## src/rtl/wpu_pkg.sv

```systemverilog
package wpu_pkg;
  typedef enum logic [1:0] {
    PEND_NONE = 2'd0,
    PEND_STAT = 2'd1,
    PEND_ARR  = 2'd2
  } pend_e;

  localparam int STAT_W       = 8;
  localparam int BIT_BUSY     = 0;
  localparam int BIT_LATCH    = 1;
  localparam int BIT_GUARD_LO = 2;
  localparam int BIT_LOCK     = 7;
endpackage

```

## src/rtl/wpu_guard_decode.sv

```systemverilog
module wpu_guard_decode (
  input  logic [1:0] guard_i,
  input  logic [1:0] top_i,
  output logic       hit_o
);
  always_comb begin
    unique case (guard_i)
      2'b00:   hit_o = 1'b0;
      2'b01:   hit_o = (top_i == 2'b11);
      2'b10:   hit_o = top_i[1];
      default: hit_o = 1'b1;
    endcase
  end
endmodule

```

## src/rtl/wpu_busy_timer.sv

```systemverilog
module wpu_busy_timer #(
  parameter int CYCLES = 16
) (
  input  logic clk,
  input  logic rst,
  input  logic start_i,
  output logic busy_o,
  output logic done_o
);
  localparam int CW = $clog2(CYCLES + 1);
  localparam logic [CW-1:0] LOAD = CW'(CYCLES - 1);

  logic [CW-1:0] cnt_q;

  assign done_o = busy_o && (cnt_q == '0);

  always_ff @(posedge clk) begin
    if (rst) begin
      busy_o <= 1'b0;
      cnt_q  <= '0;
    end else if (start_i) begin
      busy_o <= 1'b1;
      cnt_q  <= LOAD;
    end else if (busy_o) begin
      if (cnt_q == '0) busy_o <= 1'b0;
      else             cnt_q  <= cnt_q - 1'b1;
    end
  end
endmodule

```

## src/rtl/wprot_status_unit.sv

```systemverilog
module wprot_status_unit #(
  parameter int         ADDR_W     = 15,
  parameter int         WR_CYCLES  = 16,
  parameter logic [1:0] GUARD_INIT = 2'b00,
  parameter logic       LOCK_INIT  = 1'b0
) (
  input  logic              clk,
  input  logic              rst,
  input  logic              cs_n_i,
  input  logic              wp_n_i,
  input  logic              wren_i,
  input  logic              wrdi_i,
  input  logic              stat_load_i,
  input  logic [7:0]        stat_data_i,
  input  logic              arr_load_i,
  input  logic [ADDR_W-1:0] addr_i,
  output logic [7:0]        status_o,
  output logic              arr_allow_o,
  output logic              stat_allow_o,
  output logic              arr_go_o
);
  import wpu_pkg::*;

  localparam int TOP = ADDR_W - 1;

  // Nonvolatile-style bits: no reset, power-up value from parameters.
  logic [1:0] guard_q = GUARD_INIT;
  logic       lock_q  = LOCK_INIT;

  logic       wel_q, cs_q, wp_q;
  pend_e      pend_q;
  logic [2:0] pend_data_q;   // {lock, guard[1:0]}
  logic [1:0] pend_top_q;
  logic       busy, done;
  logic       live_hit, pend_hit;
  logic       cs_rise, wp_fall, hw_lock, stat_ok, arr_ok;
  logic       go_stat, go_arr, reject;

  wire unused_data_bits = &{1'b0, stat_data_i[6:4], stat_data_i[1:0], addr_i[TOP-2:0]};

  wpu_guard_decode i_live_dec (.guard_i(guard_q), .top_i(addr_i[TOP -: 2]), .hit_o(live_hit));
  wpu_guard_decode i_pend_dec (.guard_i(guard_q), .top_i(pend_top_q),       .hit_o(pend_hit));

  wpu_busy_timer #(.CYCLES(WR_CYCLES)) i_timer (
    .clk(clk), .rst(rst), .start_i(go_stat | go_arr), .busy_o(busy), .done_o(done)
  );

  assign cs_rise = cs_n_i & ~cs_q;
  assign wp_fall = wp_q & ~wp_n_i;
  assign hw_lock = ~wp_n_i & lock_q;
  assign stat_ok = wel_q & ~hw_lock;
  assign arr_ok  = wel_q & ~pend_hit;
  assign go_stat = ~busy & cs_rise & (pend_q == PEND_STAT) & stat_ok;
  assign go_arr  = ~busy & cs_rise & (pend_q == PEND_ARR) & arr_ok;
  assign reject  = ~busy & cs_rise & (((pend_q == PEND_STAT) & ~stat_ok) |
                                      ((pend_q == PEND_ARR) & ~arr_ok));

  always_ff @(posedge clk) begin
    if (go_stat) begin
      lock_q  <= pend_data_q[2];
      guard_q <= pend_data_q[1:0];
    end
  end

  always_ff @(posedge clk) begin
    if (rst) begin
      wel_q        <= 1'b0;
      cs_q         <= 1'b1;
      wp_q         <= 1'b1;
      pend_q       <= PEND_NONE;
      pend_data_q  <= '0;
      pend_top_q   <= '0;
      arr_allow_o  <= 1'b0;
      stat_allow_o <= 1'b0;
      arr_go_o     <= 1'b0;
    end else begin
      cs_q         <= cs_n_i;
      wp_q         <= wp_n_i;
      arr_allow_o  <= wel_q & ~live_hit;
      stat_allow_o <= stat_ok;
      arr_go_o     <= go_arr;

      if (done | reject)    wel_q <= 1'b0;
      else if (~busy & wrdi_i) wel_q <= 1'b0;
      else if (~busy & wren_i) wel_q <= 1'b1;

      if (cs_rise) begin
        pend_q <= PEND_NONE;
      end else if (~busy & ~cs_n_i) begin
        if (wp_fall && pend_q == PEND_STAT) begin
          pend_q <= PEND_NONE;
        end else if (stat_load_i) begin
          pend_q      <= PEND_STAT;
          pend_data_q <= {stat_data_i[BIT_LOCK], stat_data_i[BIT_GUARD_LO +: 2]};
        end else if (arr_load_i) begin
          pend_q     <= PEND_ARR;
          pend_top_q <= addr_i[TOP -: 2];
        end
      end
    end
  end

  always_comb begin
    status_o                       = '0;
    status_o[BIT_LOCK]             = lock_q;
    status_o[BIT_GUARD_LO +: 2]    = guard_q;
    status_o[BIT_LATCH]            = wel_q;
    status_o[BIT_BUSY]             = busy;
  end

  assert_go_needs_latch_R7: assert property (@(posedge clk) disable iff (rst)
    arr_go_o |-> busy && $past(wel_q) && !$past(pend_hit));

  assert_latch_off_after_busy_R11: assert property (@(posedge clk) disable iff (rst)
    $fell(busy) |-> !wel_q);

  assert_stat_locked_R6: assert property (@(posedge clk) disable iff (rst)
    stat_allow_o |-> $past(wp_n_i) || !$past(lock_q));

  assert_bits_hold_busy_R12: assert property (@(posedge clk) disable iff (rst)
    (busy && $past(busy)) |-> $stable(guard_q) && $stable(lock_q));

  assert_go_single_R7: assert property (@(posedge clk) disable iff (rst)
    arr_go_o |=> !arr_go_o);
endmodule

```

## config.mk

```make
export PLATFORM = sky130hd
export DESIGN_NAME = wprot_status_unit
export DESIGN_NICKNAME = d
export VERILOG_FILES = /design/src/rtl/wpu_pkg.sv /design/src/rtl/wpu_guard_decode.sv /design/src/rtl/wpu_busy_timer.sv /design/src/rtl/wprot_status_unit.sv
export SDC_FILE = /design/constraint.sdc
export NUM_CORES = 1
export LEC_CHECK = 0
export ABC_AREA = 1
export BUFFER_PORTS_ARGS = -buffer_cell sky130_fd_sc_hd__buf_2
export CORE_MARGIN = 2
export CORE_UTILIZATION = 42
export CTS_BUF_LIST = sky130_fd_sc_hd__clkbuf_4 sky130_fd_sc_hd__clkbuf_8 sky130_fd_sc_hd__clkbuf_16
export DETAILED_ROUTE_END_ITERATION = 8
export PLACE_DENSITY_LB_ADDON = 0.15
export SYNTH_ARGS = -nofsm -noshare
export SYNTH_HDL_FRONTEND = slang
export SYNTH_SLANG_ARGS = --single-unit
```

## constraint.sdc

```tcl
create_clock -name clk -period 1.3 [get_ports clk]
set_input_delay 0.13 -clock clk [delete_from_list [all_inputs] [get_ports clk]]
set_output_delay 0.13 -clock clk [all_outputs]
set_load 0.02 [all_outputs]
```

# --- After elaboration in Yosys (flattened, before gate mapping) ---
# Index checks and enable logic that the tools add are counted.
classes:
  n_eq_ne: 7
  reduce_logical: 14
  add_sub_neg: 1
  bitwise: 33
  n_mux: 11
ops:
  columns: ["op", "n"]
  rows:
  - ["1-bit AND", 17]
  - ["1-bit NOT", 13]
  - ["4-bit two-way mux", 3]
  - ["2-bit equality test, second input constant", 4]
  - ["2-bit two-way mux", 3]
  - ["1-bit one-hot mux with 3 select lines", 2]
  - ["2-bit AND reduction", 3]
  - ["5-bit logical NOT", 1]
  - ["5-bit AND reduction", 1]
  - ["5-bit by 1-bit subtractor with 5-bit output, second input constant", 1]
  - ["2-bit by 1-bit equality test with 1-bit output, second input constant", 2]
  - ["4-bit AND reduction", 1]
  - ["2-bit OR reduction", 2]
  - ["1-bit two-way mux", 3]
  - ["1-bit bitwise OR", 3]
  - ["3-bit nonzero test", 1]
  - ["3-bit OR reduction", 1]
  - ["1-bit logical AND", 2]
  - ["2-bit logical NOT", 1]
  - ["2-bit by 1-bit inequality test with 1-bit output, second input constant", 1]
  - ["2-bit nonzero test", 1]
totals:
  regBits: 22
  inputBits: 31

# --- Depth between registers and ports, before layout ---
logic_depth:
  ltp_word: 10
  mapped_depth: 12
  ltp_nobuf: 12

# --- By module ---
# From an unflattened synthesis, not the netlist that was laid out.
hier_totals:
  hier_cells: 153
  hier_area_um2: 1104.8
modules_own_cells:
  columns: ["mod", "seq_area_each_um2", "area_each_um2", "n_inst", "cells_per_inst"]
  rows:
  - ["wprot_status_unit", 350.3, 724.4, 1, 93]
  - ["wpu_busy_timer", 120.1, 352.8, 1, 54]
  - ["wpu_guard_decode", 0.0, 13.8, 2, 3]

# --- Worst setup path before layout ---
# No wires, ideal clock.
synth_path:
  path_kind: "reg2reg"
  start: "register i_timer.cnt_q[0]"
  end: "register i_timer.cnt_q[2]"
  setup_slack_ps: 9
  path_stages_with_launch: 12
  synth_period_minus_slack_ps: 1291
  required_ps: 1185
  setup_ps: 115
  path_buffers: 0
  arrival_time_ps: 1176
  path_cell_list: "dfxtp_1 > inv_1 > ha_1 > inv_1 > nor2_1 > nand2_1 > nand2_2 > inv_2 > nand2_1 > nand2_1 > nand3_1 > and2_1"
synth_via:
  elab_chain_cells: 4
  elab_cells_between_ends: 7
  cone_classes: "add/sub: 1; eq/ne: 1; mux: 3; reduce/logical: 2"
synth_lines:
  columns: ["item", "line_no", "text"]
  rows:
  - ["start: declaration", "wpu_busy_timer.sv:13", "logic [CW-1:0] cnt_q;"]
  - ["start signal: assignment", "wpu_busy_timer.sv:26", "else cnt_q <= cnt_q - 1'b1;"]
  - ["5-bit by 1-bit subtractor with 5-bit output", "wpu_busy_timer.sv:26", null]
  - ["4-bit two-way mux", "wpu_busy_timer.sv:25", "if (cnt_q == '0) busy_o <= 1'b0;"]
  - ["4-bit two-way mux", "wpu_busy_timer.sv:24", "end else if (busy_o) begin"]
  - ["4-bit two-way mux", "wpu_busy_timer.sv:21", "end else if (start_i) begin"]
# Several ways; a longest one is shown, not always the timed one. The select of a mux whose other input is x is not followed.
# A chain may end at the register's enable or synchronous reset.

# --- Worst setup path after layout ---
# Same ends and word-level chain as after synthesis.

==> metrics <==
result of the run=completed; Async SR Flop Fraction=0%; largest net degree at the start of global routing=13; CP Launch Type=flop; hold path cells=3; R2R Path Start=i_timer.cnt_q[0]; Die Ht=54.41 um; largest area contributor in the netlist=dfxtp_1; cells taking the most area after synthesis=dfxtp_1 (36%), nand2_1 (13%), edfxtp_1 (8.4%); Reg clk slew, reported paths=0.12 ns; Clk pwr share=27.4%; CTS tree=yes; final non-filler cell total=202; Crit. End Element=flop; DRC viols=0; Initial Util=43.88%; EDFF count, synth=3; gr ovfl total=0; ant diodes=0; Sw Ratio=24.93%; Worst Path Arrival=1.51 ns; Clock Latency Late Sink=0.31 ns; Lkg Pwr=0.0006427 uW; Mapped Area=1067 um2; top cell type's share of synthesized area=35.64%; Worst EP required=1.51 ns; hold_sp=cs_n_i; CTS Sinks=22; H-tree levels=1; RSZ-0062 raised after global routing=yes; Worst Path Class, Setup=flop to flop; WL/cell=10.14 um; placed cell areas=1200 um2; DR vias=920; synth warn=0; Pwr Density=875.0 nW/um2; share of layout cells above drive strength 1=35.47%; Via density=4.554; Synth Register Bits=22; number of CTS-inserted buffers=3; Max clock buf depth=2; Post-Syn Area per Cell=7.412 um2; Final min period=1.296 ns; register share of total power=62.3%; cell area after layout=1319 um2; gp weighted congestion=0.7126; # rows=18; first-pass GRT wire length=3.387 mm; top cells by count, synth=nand2_1 (37), dfxtp_1 (19), inv_1 (16); number of I/O pins=42; reg2reg end=i_timer.cnt_q[2]; CP max stage cell=dfxtp_2; total track usage=16.35%; Die ar.=2960 um2; vias in the first global route=823; placed cells=194; max-capacitance violation count=0; Routed WL=2.049 mm; initial antenna violation count=0; worst vdd ir=604.9 uV; hold path endpoint=cs_q; CP max stage delay=0.36 ns; Hold WS=0.05496 ns; core area=2432 um2; worst-path cell chain=inv_2 -> ha_4 -> inv_2 -> nor2_1 -> nand2_1 -> nand2_2 -> inv_4 -> nand2_2 -> nand2_1 -> nand3_1 -> and2_1; final hold vios=0; DR iter-0 viols=24; Pint=866.3 uW; register area share after synthesis=44.08%; fmax=771.7 MHz; post-route ant nets=0; Final Skew=0.004507 ns; width of the die=54.41 um; CTS Root Cell=clkbuf_4; final slew viol count=0; Comb pwr share=10.4%; Final #Nets=206; fin crit share=99.69%; crit-path max FO=7; most used flip-flop cell after synthesis=dfxtp_1; fin util=54.22%; first drt pass iteration count=4; Psw=287.6 uW; top-count cell post-synth=nand2_1; Area Growth Syn to Fin=23.56%; Hold Crit Class=input pin to flop; synthesized instance count=144; post-synth cell types=25; R2R Setup Slk=0.004 ns; DP HPWL=1.571 mm; final setup fails=0; FF-to-FF path depth=11; PortBufs=20
registers in the layout, indices dropped and copies added (netlist names):
name / count
i_timer.busy_o: 1
arr_go_o: 1
stat_allow_o: 1
wp_q: 1
pend_top_q: 2
arr_allow_o: 1
wel_q: 1
i_timer.cnt_q: 5
cs_q: 1
lock_q: 1
guard_q: 2
pend_q: 2
pend_data_q: 3
power by group through the flow:
stage          clock network, uW  logic [uW]  registers [uW]
5_1_grt                      359         138             721
2_1_floorplan                  0        81.9             733
4_1_cts                      328         115             719
3_3_place_gp                   0         110             733
6_report                     316         120             718
3_5_place_dp                   0         112             734
repair_timing:
item                                    CTS  global route
buffers inserted                          1             1
endpoints found under the setup margin    5            10
hold buffers                              1             1
pin swaps                                 0             4
gates resized for setup                   5            14
endpoints found under the hold margin     1             1
worst max-delay path, delay by kind of cell, from the launching register on:
family                     cells  cell delay (ns)
buffers and inverters          3             0.20
DFF                            1             0.36
adders and majority gates      1             0.15
and+or+nand+nor                7             0.50
metal layers:
layer / GRT usage [%] / vias up / share of wire, %
li1: - / 492 / -
met1: 20.81 / 401 / 47
met2: 25.90 / 27 / 49
met3: 4.098 / 0 / 4.7
met4: 7.500 / 0 / 0
met5: 0 / - / 0
cells in the final DEF, fill, tap and decap left out:
master,synthesis,layout
inv_4,0,1
and2_1,1,1
buf_4,6,6
edfxtp_1,3,3
nor2_4,2,3
nand3b_1,1,1
buf_2,1,20
conb_1,1,3
buf_6,0,1
dfxtp_1,19,16
nand2_2,3,7
o21ai_0,4,4
inv_2,6,8
dfxtp_2,0,3
nand3_1,5,5
a21oi_2,0,1
nand4_1,2,2
nand4_2,1,1
ha_4,0,2
clkinv_1,0,1
nand2_1,37,33
xor2_1,2,2
nand3_2,1,1
inv_1,16,13
dlygate4sd3_1,0,2
o21bai_1,1,1
o21ai_2,0,1
a21oi_1,9,8
nor2_1,15,15
nor3_1,1,1
nor2_2,4,3
clkbuf_4,0,3
final cells by class:
class / instances / area [um2]
multi-input combinational: 95 / 519.2
inverter: 22 / 85.08
tap: 30 / 37.54
fill: 257 / 1114
sequential: 22 / 474.2
timing repair buffer: 29 / 176.4
clock inverter: 1 / 3.754
clock buffer: 3 / 22.52
worst max-delay path by stage:
| stage | start | endpoint | slack, ns |
|---|---|---|---|
| floorplan | i_timer.cnt_q[0] | i_timer.cnt_q[2] | 0.009 |
| global placement | i_timer.cnt_q[0] | i_timer.cnt_q[2] | -0.06 |
| detailed placement | i_timer.cnt_q[0] | i_timer.cnt_q[2] | -0.06 |
| CTS | i_timer.cnt_q[0] | i_timer.cnt_q[2] | 0.0003 |
| global route | i_timer.cnt_q[0] | i_timer.cnt_q[0] | -0.09 |
| finish | i_timer.cnt_q[0] | i_timer.cnt_q[2] | 0.004 |
kinds of logic after synthesis:
group | synth area share (%)
xor gates and xnor gates | 1.642
other | 0.3514
and+or+nand+nor | 31.89
adders and majority gates | 2.344
AOI/OAI and AO/OA | 7.268
buffers and inverters | 12.43
DFF | 44.08
metrics by stage:
stage	setup WS [ns]	total power [uW]	TNS [ns]
2_1_floorplan	0.009456	815.3	0
3_3_place_gp	-0.05750	843.2	-0.07245
3_5_place_dp	-0.06290	846.3	-0.1091
4_1_cts	0.0002768	1162	0
5_1_grt	-0.09489	1218	-0.3267
6_report	0.004088	1154	0
No activity file was read; power rests on OpenSTA's default activity.
